$ cat src/rtl/aff_route_pkg.sv
package aff_route_pkg;
    localparam int AFF_W   = 32;
    localparam int HWID_W  = 24;
    localparam int IDX_W   = 8;
    localparam logic [IDX_W-1:0] IDX_NONE = 8'hFF;

    typedef enum logic [1:0] {
        ST_IDLE,
        ST_LOOKUP,
        ST_COMMIT,
        ST_NOTIFY
    } route_state_t;

    typedef struct packed {
        logic             hit;
        logic [IDX_W-1:0] idx;
    } match_t;

    // Keep only the affinity levels this block routes on.
    function automatic logic [AFF_W-1:0] trim_aff(input logic [AFF_W-1:0] raw);
        return {{(AFF_W-HWID_W){1'b0}}, raw[HWID_W-1:0]};
    endfunction
endpackage

$ cat src/rtl/aff_match.sv
module aff_match
    import aff_route_pkg::*;
#(
    parameter int NUM_CPU = 8
) (
    input  logic [NUM_CPU*AFF_W-1:0] table_i,
    input  logic [AFF_W-1:0]         key_i,
    output match_t                   res_o
);
    logic [NUM_CPU-1:0] hit;

    for (genvar c = 0; c < NUM_CPU; c++) begin : g_cmp
        assign hit[c] = (table_i[c*AFF_W +: HWID_W] == key_i[HWID_W-1:0]);
    end

    // Walk downward so the lowest matching index is the one left.
    always_comb begin
        res_o.hit = 1'b0;
        res_o.idx = IDX_NONE;
        for (int c = NUM_CPU-1; c >= 0; c--) begin
            if (hit[c]) begin
                res_o.hit = 1'b1;
                res_o.idx = IDX_W'(c);
            end
        end
    end
endmodule

$ cat src/rtl/aff_route_ctrl.sv
module aff_route_ctrl
    import aff_route_pkg::*;
(
    input  logic         clk,
    input  logic         rst_n,
    input  logic         wr_go_i,
    output route_state_t state_o,
    output logic         capture_o,
    output logic         busy_o,
    output logic         pulse_o
);
    route_state_t state_q, state_d;

    always_ff @(posedge clk) begin
        if (!rst_n) state_q <= ST_IDLE;
        else        state_q <= state_d;
    end

    always_comb begin
        state_d = state_q;
        unique case (state_q)
            ST_IDLE:   if (wr_go_i) state_d = ST_LOOKUP;   // accept
            ST_LOOKUP: state_d = ST_COMMIT;                // matched
            ST_COMMIT: state_d = ST_NOTIFY;                // committed
            ST_NOTIFY: state_d = ST_IDLE;                  // notified
            default:   state_d = ST_IDLE;
        endcase
    end

    always_comb begin
        capture_o = 1'b0;
        busy_o    = 1'b1;
        pulse_o   = 1'b0;
        unique case (state_q)
            ST_IDLE: begin
                busy_o    = 1'b0;
                capture_o = wr_go_i;
            end
            ST_LOOKUP: ;
            ST_COMMIT: ;
            ST_NOTIFY: pulse_o = 1'b1;
            default:   busy_o = 1'b0;
        endcase
    end

    assign state_o = state_q;

    p_accept_r8: assert property (@(posedge clk) disable iff (!rst_n)
        (state_q == ST_IDLE && wr_go_i) |=> (state_q == ST_LOOKUP));
    p_lookup_then_commit_r8: assert property (@(posedge clk) disable iff (!rst_n)
        (state_q == ST_LOOKUP) |=> (state_q == ST_COMMIT));
    p_pulse_after_commit_r8: assert property (@(posedge clk) disable iff (!rst_n)
        pulse_o |-> ($past(state_q) == ST_COMMIT));
    p_pulse_single_r8: assert property (@(posedge clk) disable iff (!rst_n)
        pulse_o |=> !pulse_o);
endmodule

$ cat src/rtl/aff_route_store.sv
module aff_route_store
    import aff_route_pkg::*;
#(
    parameter int NUM_SPI = 32,
    parameter int NUM_CPU = 8,
    parameter int SPI_W   = 5
) (
    input  logic                     clk,
    input  logic                     rst_n,
    input  logic [NUM_CPU*AFF_W-1:0] cpu_aff_i,
    input  route_state_t             state_i,
    input  logic                     capture_i,
    input  logic [SPI_W-1:0]         wr_spi_i,
    input  logic [AFF_W-1:0]         wdata_i,
    input  logic                     rd_en_i,
    input  logic                     rd_hit_i,
    input  logic [SPI_W-1:0]         rd_spi_i,
    output logic                     rvalid_o,
    output logic [AFF_W-1:0]         rdata_o,
    output logic [NUM_CPU*NUM_SPI-1:0] map_o,
    output logic [NUM_SPI*IDX_W-1:0]   idx_o
);
    logic [AFF_W-1:0]   aff_q [NUM_SPI];
    logic [IDX_W-1:0]   idx_q [NUM_SPI];
    logic [NUM_SPI-1:0] map_q [NUM_CPU];
    logic [SPI_W-1:0]   spi_q;
    logic [AFF_W-1:0]   data_q;
    match_t             old_res, new_res, old_q, new_q;
    logic               rvalid_q;
    logic [AFF_W-1:0]   rdata_q;

    aff_match #(.NUM_CPU(NUM_CPU)) u_old_match (
        .table_i(cpu_aff_i), .key_i(aff_q[spi_q]), .res_o(old_res));
    aff_match #(.NUM_CPU(NUM_CPU)) u_new_match (
        .table_i(cpu_aff_i), .key_i(data_q), .res_o(new_res));

    always_ff @(posedge clk) begin
        if (!rst_n) begin
            spi_q  <= '0;
            data_q <= '0;
            old_q  <= '0;
            new_q  <= '0;
        end else begin
            if (capture_i) begin
                spi_q  <= wr_spi_i;
                data_q <= trim_aff(wdata_i);
            end
            if (state_i == ST_LOOKUP) begin
                old_q <= old_res;
                new_q <= new_res;
            end
        end
    end

    always_ff @(posedge clk) begin
        if (!rst_n) begin
            for (int s = 0; s < NUM_SPI; s++) begin
                aff_q[s] <= trim_aff(cpu_aff_i[AFF_W-1:0]);
                idx_q[s] <= '0;
            end
        end else begin
            if (state_i == ST_LOOKUP) aff_q[spi_q] <= data_q;
            if (state_i == ST_COMMIT) idx_q[spi_q] <= new_q.idx;
        end
    end

    // Clear before set: when the old and new CPU are the same, the set wins.
    always_ff @(posedge clk) begin
        if (!rst_n) begin
            for (int c = 0; c < NUM_CPU; c++) map_q[c] <= (c == 0) ? '1 : '0;
        end else if (state_i == ST_COMMIT) begin
            for (int c = 0; c < NUM_CPU; c++) begin
                if (old_q.hit && old_q.idx == IDX_W'(c)) map_q[c][spi_q] <= 1'b0;
                if (new_q.hit && new_q.idx == IDX_W'(c)) map_q[c][spi_q] <= 1'b1;
            end
        end
    end

    always_ff @(posedge clk) begin
        if (!rst_n) begin
            rvalid_q <= 1'b0;
            rdata_q  <= '0;
        end else begin
            rvalid_q <= rd_en_i;
            rdata_q  <= (rd_en_i && rd_hit_i) ? aff_q[rd_spi_i] : '0;
        end
    end

    assign rvalid_o = rvalid_q;
    assign rdata_o  = rdata_q;

    for (genvar c = 0; c < NUM_CPU; c++) begin : g_map_out
        assign map_o[c*NUM_SPI +: NUM_SPI] = map_q[c];
    end

    for (genvar s = 0; s < NUM_SPI; s++) begin : g_spi
        logic [NUM_CPU-1:0] col;
        for (genvar c = 0; c < NUM_CPU; c++) begin : g_col
            assign col[c] = map_q[c][s];
        end
        assign idx_o[s*IDX_W +: IDX_W] = idx_q[s];

        p_single_target_r7: assert property (@(posedge clk) disable iff (!rst_n)
            $onehot0(col));
        p_none_empty_r6: assert property (@(posedge clk) disable iff (!rst_n)
            (idx_q[s] == IDX_NONE) |-> (col == '0));
        p_index_has_bit_r7: assert property (@(posedge clk) disable iff (!rst_n)
            (idx_q[s] != IDX_NONE) |-> ($countones(col) == 1));
    end

    p_read_follows_r9: assert property (@(posedge clk) disable iff (!rst_n)
        rd_en_i |=> rvalid_q);
    p_miss_reads_zero_r2: assert property (@(posedge clk) disable iff (!rst_n)
        (rvalid_q && !$past(rd_hit_i)) |-> (rdata_q == '0));
    p_top_byte_zero_r3: assert property (@(posedge clk) disable iff (!rst_n)
        rvalid_q |-> (rdata_q[AFF_W-1:HWID_W] == '0));
endmodule

$ cat src/rtl/aff_router.sv
module aff_router
    import aff_route_pkg::*;
#(
    parameter int NUM_SPI = 32,
    parameter int NUM_CPU = 8,
    parameter int ADDR_W  = $clog2(NUM_SPI) + 3
) (
    input  logic                       clk,
    input  logic                       rst_n,
    input  logic [NUM_CPU*32-1:0]      cpu_aff_i,
    input  logic                       wr_en_i,
    input  logic                       rd_en_i,
    input  logic [ADDR_W-1:0]          addr_i,
    input  logic [31:0]                wdata_i,
    output logic [31:0]                rdata_o,
    output logic                       rvalid_o,
    output logic                       busy_o,
    output logic                       upd_pulse_o,
    output logic [NUM_CPU*NUM_SPI-1:0] tgt_map_o,
    output logic [NUM_SPI*8-1:0]       tgt_idx_o
);
    localparam int SPI_W = ADDR_W - 3;

    logic [SPI_W-1:0] entry;
    logic             in_range, low_word, wr_go, rd_hit, capture;
    route_state_t     state;

    initial begin
        p_cpu_count_r10: assert (NUM_CPU >= 1 && NUM_CPU <= 255);
    end

    assign entry    = addr_i[ADDR_W-1:3];
    assign in_range = (int'(entry) < NUM_SPI);
    assign low_word = !addr_i[2];
    assign wr_go    = wr_en_i && low_word && in_range;
    assign rd_hit   = low_word && in_range;

    aff_route_ctrl u_ctrl (
        .clk(clk), .rst_n(rst_n), .wr_go_i(wr_go), .state_o(state),
        .capture_o(capture), .busy_o(busy_o), .pulse_o(upd_pulse_o));

    aff_route_store #(.NUM_SPI(NUM_SPI), .NUM_CPU(NUM_CPU), .SPI_W(SPI_W)) u_store (
        .clk(clk), .rst_n(rst_n), .cpu_aff_i(cpu_aff_i), .state_i(state),
        .capture_i(capture), .wr_spi_i(entry), .wdata_i(wdata_i),
        .rd_en_i(rd_en_i), .rd_hit_i(rd_hit), .rd_spi_i(entry),
        .rvalid_o(rvalid_o), .rdata_o(rdata_o), .map_o(tgt_map_o), .idx_o(tgt_idx_o));

    p_hi_write_ignored_r2: assert property (@(posedge clk) disable iff (!rst_n)
        (!busy_o && wr_en_i && !low_word) |=> !busy_o);
endmodule

$ cat config.mk
export PLATFORM = sky130hd
export DESIGN_NAME = aff_router
export DESIGN_NICKNAME = d
export VERILOG_FILES = /design/src/rtl/aff_route_pkg.sv /design/src/rtl/aff_match.sv /design/src/rtl/aff_route_ctrl.sv /design/src/rtl/aff_route_store.sv /design/src/rtl/aff_router.sv
export SDC_FILE = /design/constraint.sdc
export NUM_CORES = 2
export LEC_CHECK = 0
export CAP_MARGIN = 20
export CORE_MARGIN = 2
export CORE_UTILIZATION = 57
export CTS_BUF_LIST = sky130_fd_sc_hd__clkbuf_16
export DETAILED_ROUTE_END_ITERATION = 8
export PLACE_DENSITY = 0.8
export SYNTH_ARGS = -nofsm -noshare
export SYNTH_HDL_FRONTEND = slang
export SYNTH_SLANG_ARGS = --single-unit
$ cat constraint.sdc
create_clock -name clk -period 5.1 [get_ports clk]
set_clock_uncertainty 0.15 [all_clocks]
set_input_delay 1.02 -clock clk [delete_from_list [all_inputs] [get_ports clk]]
set_output_delay 1.02 -clock clk [all_outputs]
set_load 0.01 [all_outputs]
==> impl_metrics.env <==
export IMPL_die_x_um=352
export IMPL_synth_compound_area_frac=0.0479
export IMPL_grt_overflow_total=0
export IMPL_path_clk_slew_ps=60
export IMPL_path_cells="buf_4 > nor2b_4 > buf_12 > a22oi_1 > a21oi_1 > nor4_4 > xor2_1 > nor4_1 > and4_1 > nand4_1 > nand4_1 > nor4_1 > o21a_1"
export IMPL_grt_use_met1=0.526
export IMPL_syn_cell_area_um2=68900
export IMPL_yosys_top_cells_count="1,152 x edfxtp_1, 771 x mux2_2, 505 x clkbuf_1, 433 x nor2_1, 332 x mux4_2"
export IMPL_timing_critical_path_arrival_ps=5260
export IMPL_rsz0062_at_grt="no"
export IMPL_gp_congestion=1.04
export IMPL_synth_area_leader_cell="edfxtp_1"
export IMPL_dp_cells=7047
export IMPL_start_util=0.574
export IMPL_drc=0
export IMPL_outcome="completed"
export IMPL_setup_violations=0
export IMPL_clockBufferDepth=3
export IMPL_dr_pass1_iters=6
export IMPL_cts_buffers=131
export IMPL_whs_ps=336
export IMPL_setup_ws_ps=361
export IMPL_placed_area_um2=78000
export IMPL_via_per_inst=7.09
export IMPL_clock_latency_ps=780
export IMPL_p_leak_nw=27.2
export IMPL_ys_dominant_reg_cell="edfxtp_1"
export IMPL_htreeDepth=4
export IMPL_ys_seq_elements=1223
export IMPL_fp_dieH_um=352
export IMPL_cts_resized=0
export IMPL_crit_buf_inv=2
export IMPL_syn_to_final_growth_pct=19.6
export IMPL_drive_gt1_frac=0.297
export IMPL_cts_root_buffer="clkbuf_16"
export IMPL_relSlewSlack=0.140
export IMPL_rows=127
export IMPL_powerDensity_nw_per_um2=348
export IMPL_grt_use_total=0.431
export IMPL_synth_simple_gate_area_frac=0.0566
export IMPL_cap_violations=0
export IMPL_yosys_cell_types_count=67
export IMPL_grt_use_met2=0.621
export IMPL_synth_top_area_frac=0.502
export IMPL_coreArea_um2=120000
export IMPL_fin_tns_setup_ps=0
export IMPL_layout_cells_non_filler=7311
export IMPL_crit_type="reg2reg"
export IMPL_switchingPower_mw=8.76
export IMPL_comb_power_share=0.232
export IMPL_clockPowerShare=0.335
export IMPL_synthArstFlopShare=0
export IMPL_syn_area_per_cell_um2=13.4
export IMPL_cp_top_family="simple AND/OR/NAND/NOR gates"
export IMPL_maxSlewViolCount=0
export IMPL_crit_cells=13
export IMPL_cp_max_fo=44
export IMPL_fin_crit_ps=4740
export IMPL_nets=5878
export IMPL_grt_pass1_vias=49693
export IMPL_use_met3=0.171
export IMPL_tightest_slew_ps=1290
export IMPL_grt_pass1_wl_mm=369
export IMPL_cts_tree="built"
export IMPL_io_pins=847
export IMPL_ys_seq_area_frac=0.523
export IMPL_fmax_mhz=211
export IMPL_wire_per_inst_um=37.2
export IMPL_postRouteAntennaNets=0
export IMPL_critPathMaxStageDelay_ps=1100
export IMPL_vias=51830
export IMPL_yosys_warnings=0
export IMPL_end_kind="register"
export IMPL_grt_busiest_layer="met2"
export IMPL_clock_sinks=1223
export IMPL_p_int_mw=19.9
export IMPL_die_area_um2=124000
export IMPL_place_hpwl_mm=180
export IMPL_hold_buffers=0
export IMPL_hold_class="reg2reg"
export IMPL_vdd_drop_max_mv=0.353
export IMPL_num_fill_cells=8129
export IMPL_synth_mux_area_frac=0.273
export IMPL_swShare=0.306
export IMPL_startpoint_type="register"
export IMPL_syn_instance_count=5128
export IMPL_synth_fa_ha_area_frac=0.000908
export IMPL_final_area_um2=82400
export IMPL_first_iter_violations=8563
export IMPL_cp_slowest_cell="nor4_4"
export IMPL_io_buffers=764
export IMPL_drt_wl_total_mm=272
export IMPL_grt_max_degree=227
export IMPL_yosys_area_share_xor_xnor=0.0468
export IMPL_required_ps=5620
export IMPL_synth_most_common_cell="edfxtp_1"
export IMPL_place_ws_ps=572
export IMPL_finalHoldViolations=0
export IMPL_hold_path_depth=2
export IMPL_yosys_top_cells_area="edfxtp_1 50%, mux2_2 13%, mux4_2 11%, mux2i_1 3.7%, clkbuf_1 2.8%"
export IMPL_min_period_over_period=0.929
export IMPL_p_seq_frac=0.433
export IMPL_synth_edf_count=1152
export IMPL_ff2ff_path_depth=13
export IMPL_antenna_found_initial=21
export IMPL_cts_setup_buffers=0
export IMPL_synth_top_family_by_area="multiplexers"
## worst register-to-register path: stages (launching register included)
cell,delay (ps)
dfxtp_4,390
buf_4,580
nor2b_4,210
buf_12,240
a22oi_1,340
a21oi_1,160
nor4_4,1100
xor2_1,160
nor4_1,300
and4_1,250
nand4_1,280
nand4_1,230
nor4_1,90
o21a_1,190
## metal layers
metal | vias up | wire (um)
li1 | 20031 | -
met1 | 25548 | 87400
met2 | 4971 | 117000
met3 | 1268 | 44000
met4 | 12 | 23500
met5 | - | 80
## path summary, 6_finish.rpt
path	startpoint	endpoint	slack [ps]
worst max-delay path	register	u_store.old_q[6]	360
worst min-delay path	u_store.data_q[3]	u_store.data_q[3]	340
worst max register to register	register	u_store.old_q[6]	360
worst min register to register	u_store.data_q[3]	u_store.data_q[3]	340
## kinds of logic (layout without fill, tap and decap cells)
logic type	after synthesis	in the layout
AND/OR/NAND/NOR	845	845
buffers and inverters	763	1305
XOR/XNOR	368	368
AO/OA/AOI/OAI	559	559
adder cells (fa/ha/maj)	5	5
multiplexers	1364	1364
flip-flops	1223	1223
other	1	30
## metrics by stage
step            util  total power, mW
3_5_place_dp   0.650             18.9
2_1_floorplan      -             16.2
4_1_cts        0.686             28.3
5_1_grt        0.687             29.2
6_report       0.687             28.6
3_3_place_gp   0.650             18.7
## sequential cells by signal (all words and copies together), names as in the netlist, named ones only
register and count:
u_ctrl.state_o 2, u_store.aff_q 768, u_store.data_q 24, u_store.idx_q 128, u_store.map_q 256, u_store.new_q 5
u_store.old_q 5, u_store.rdata_o 24, u_store.rvalid_o 1, u_store.spi_q 5
## final cells by class
cell class / instances / area, um^2 / share of cell area
Clock buffer: 134 / 3350 / 0.0407
Tap cell: 1612 / 2020 / 0.0245
Multi-Input combinational cell: 3149 / 29800 / 0.362
Antenna cell: 22 / 55.1 / 0.000668
Timing Repair Buffer: 1057 / 10200 / 0.123
Clock inverter: 103 / 900 / 0.0109
Sequential cell: 1223 / 36000 / 0.437
Inverter: 11 / 41.3 / 0.000501
## power groups by stage
stage / sequential (mW) / clock (mW) / combinational [mW]
4_1_cts: 12.4 / 9.55 / 6.35
3_3_place_gp: 12.5 / 0 / 6.22
6_report: 12.4 / 9.59 / 6.65
2_1_floorplan: 12.3 / 0 / 3.97
3_5_place_dp: 12.6 / 0 / 6.31
5_1_grt: 12.4 / 9.93 / 6.80
## layout by cell type, fill, tap and decap left out, drive strengths merged, types with 40 or more instances in the layout
| cell | synthesis | routed |
|---|---|---|
| xor2 | 174 | 174 |
| buf | 245 | 298 |
| nor4 | 60 | 60 |
| nor2 | 434 | 434 |
| dfxtp | 71 | 71 |
| clkinv | 0 | 57 |
| xnor2 | 194 | 194 |
| inv | 11 | 41 |
| a21oi | 59 | 59 |
| a22oi | 108 | 108 |
| o21ai | 318 | 318 |
| mux4 | 332 | 332 |
| nand2 | 183 | 183 |
| mux2i | 261 | 261 |
| nand4 | 48 | 48 |
| mux2 | 771 | 771 |
| nand3 | 40 | 40 |
| clkbuf | 507 | 135 |
| clkdlybuf4s50 | 0 | 758 |
| edfxtp | 1152 | 1152 |
(Power assumes the default switching activity.)
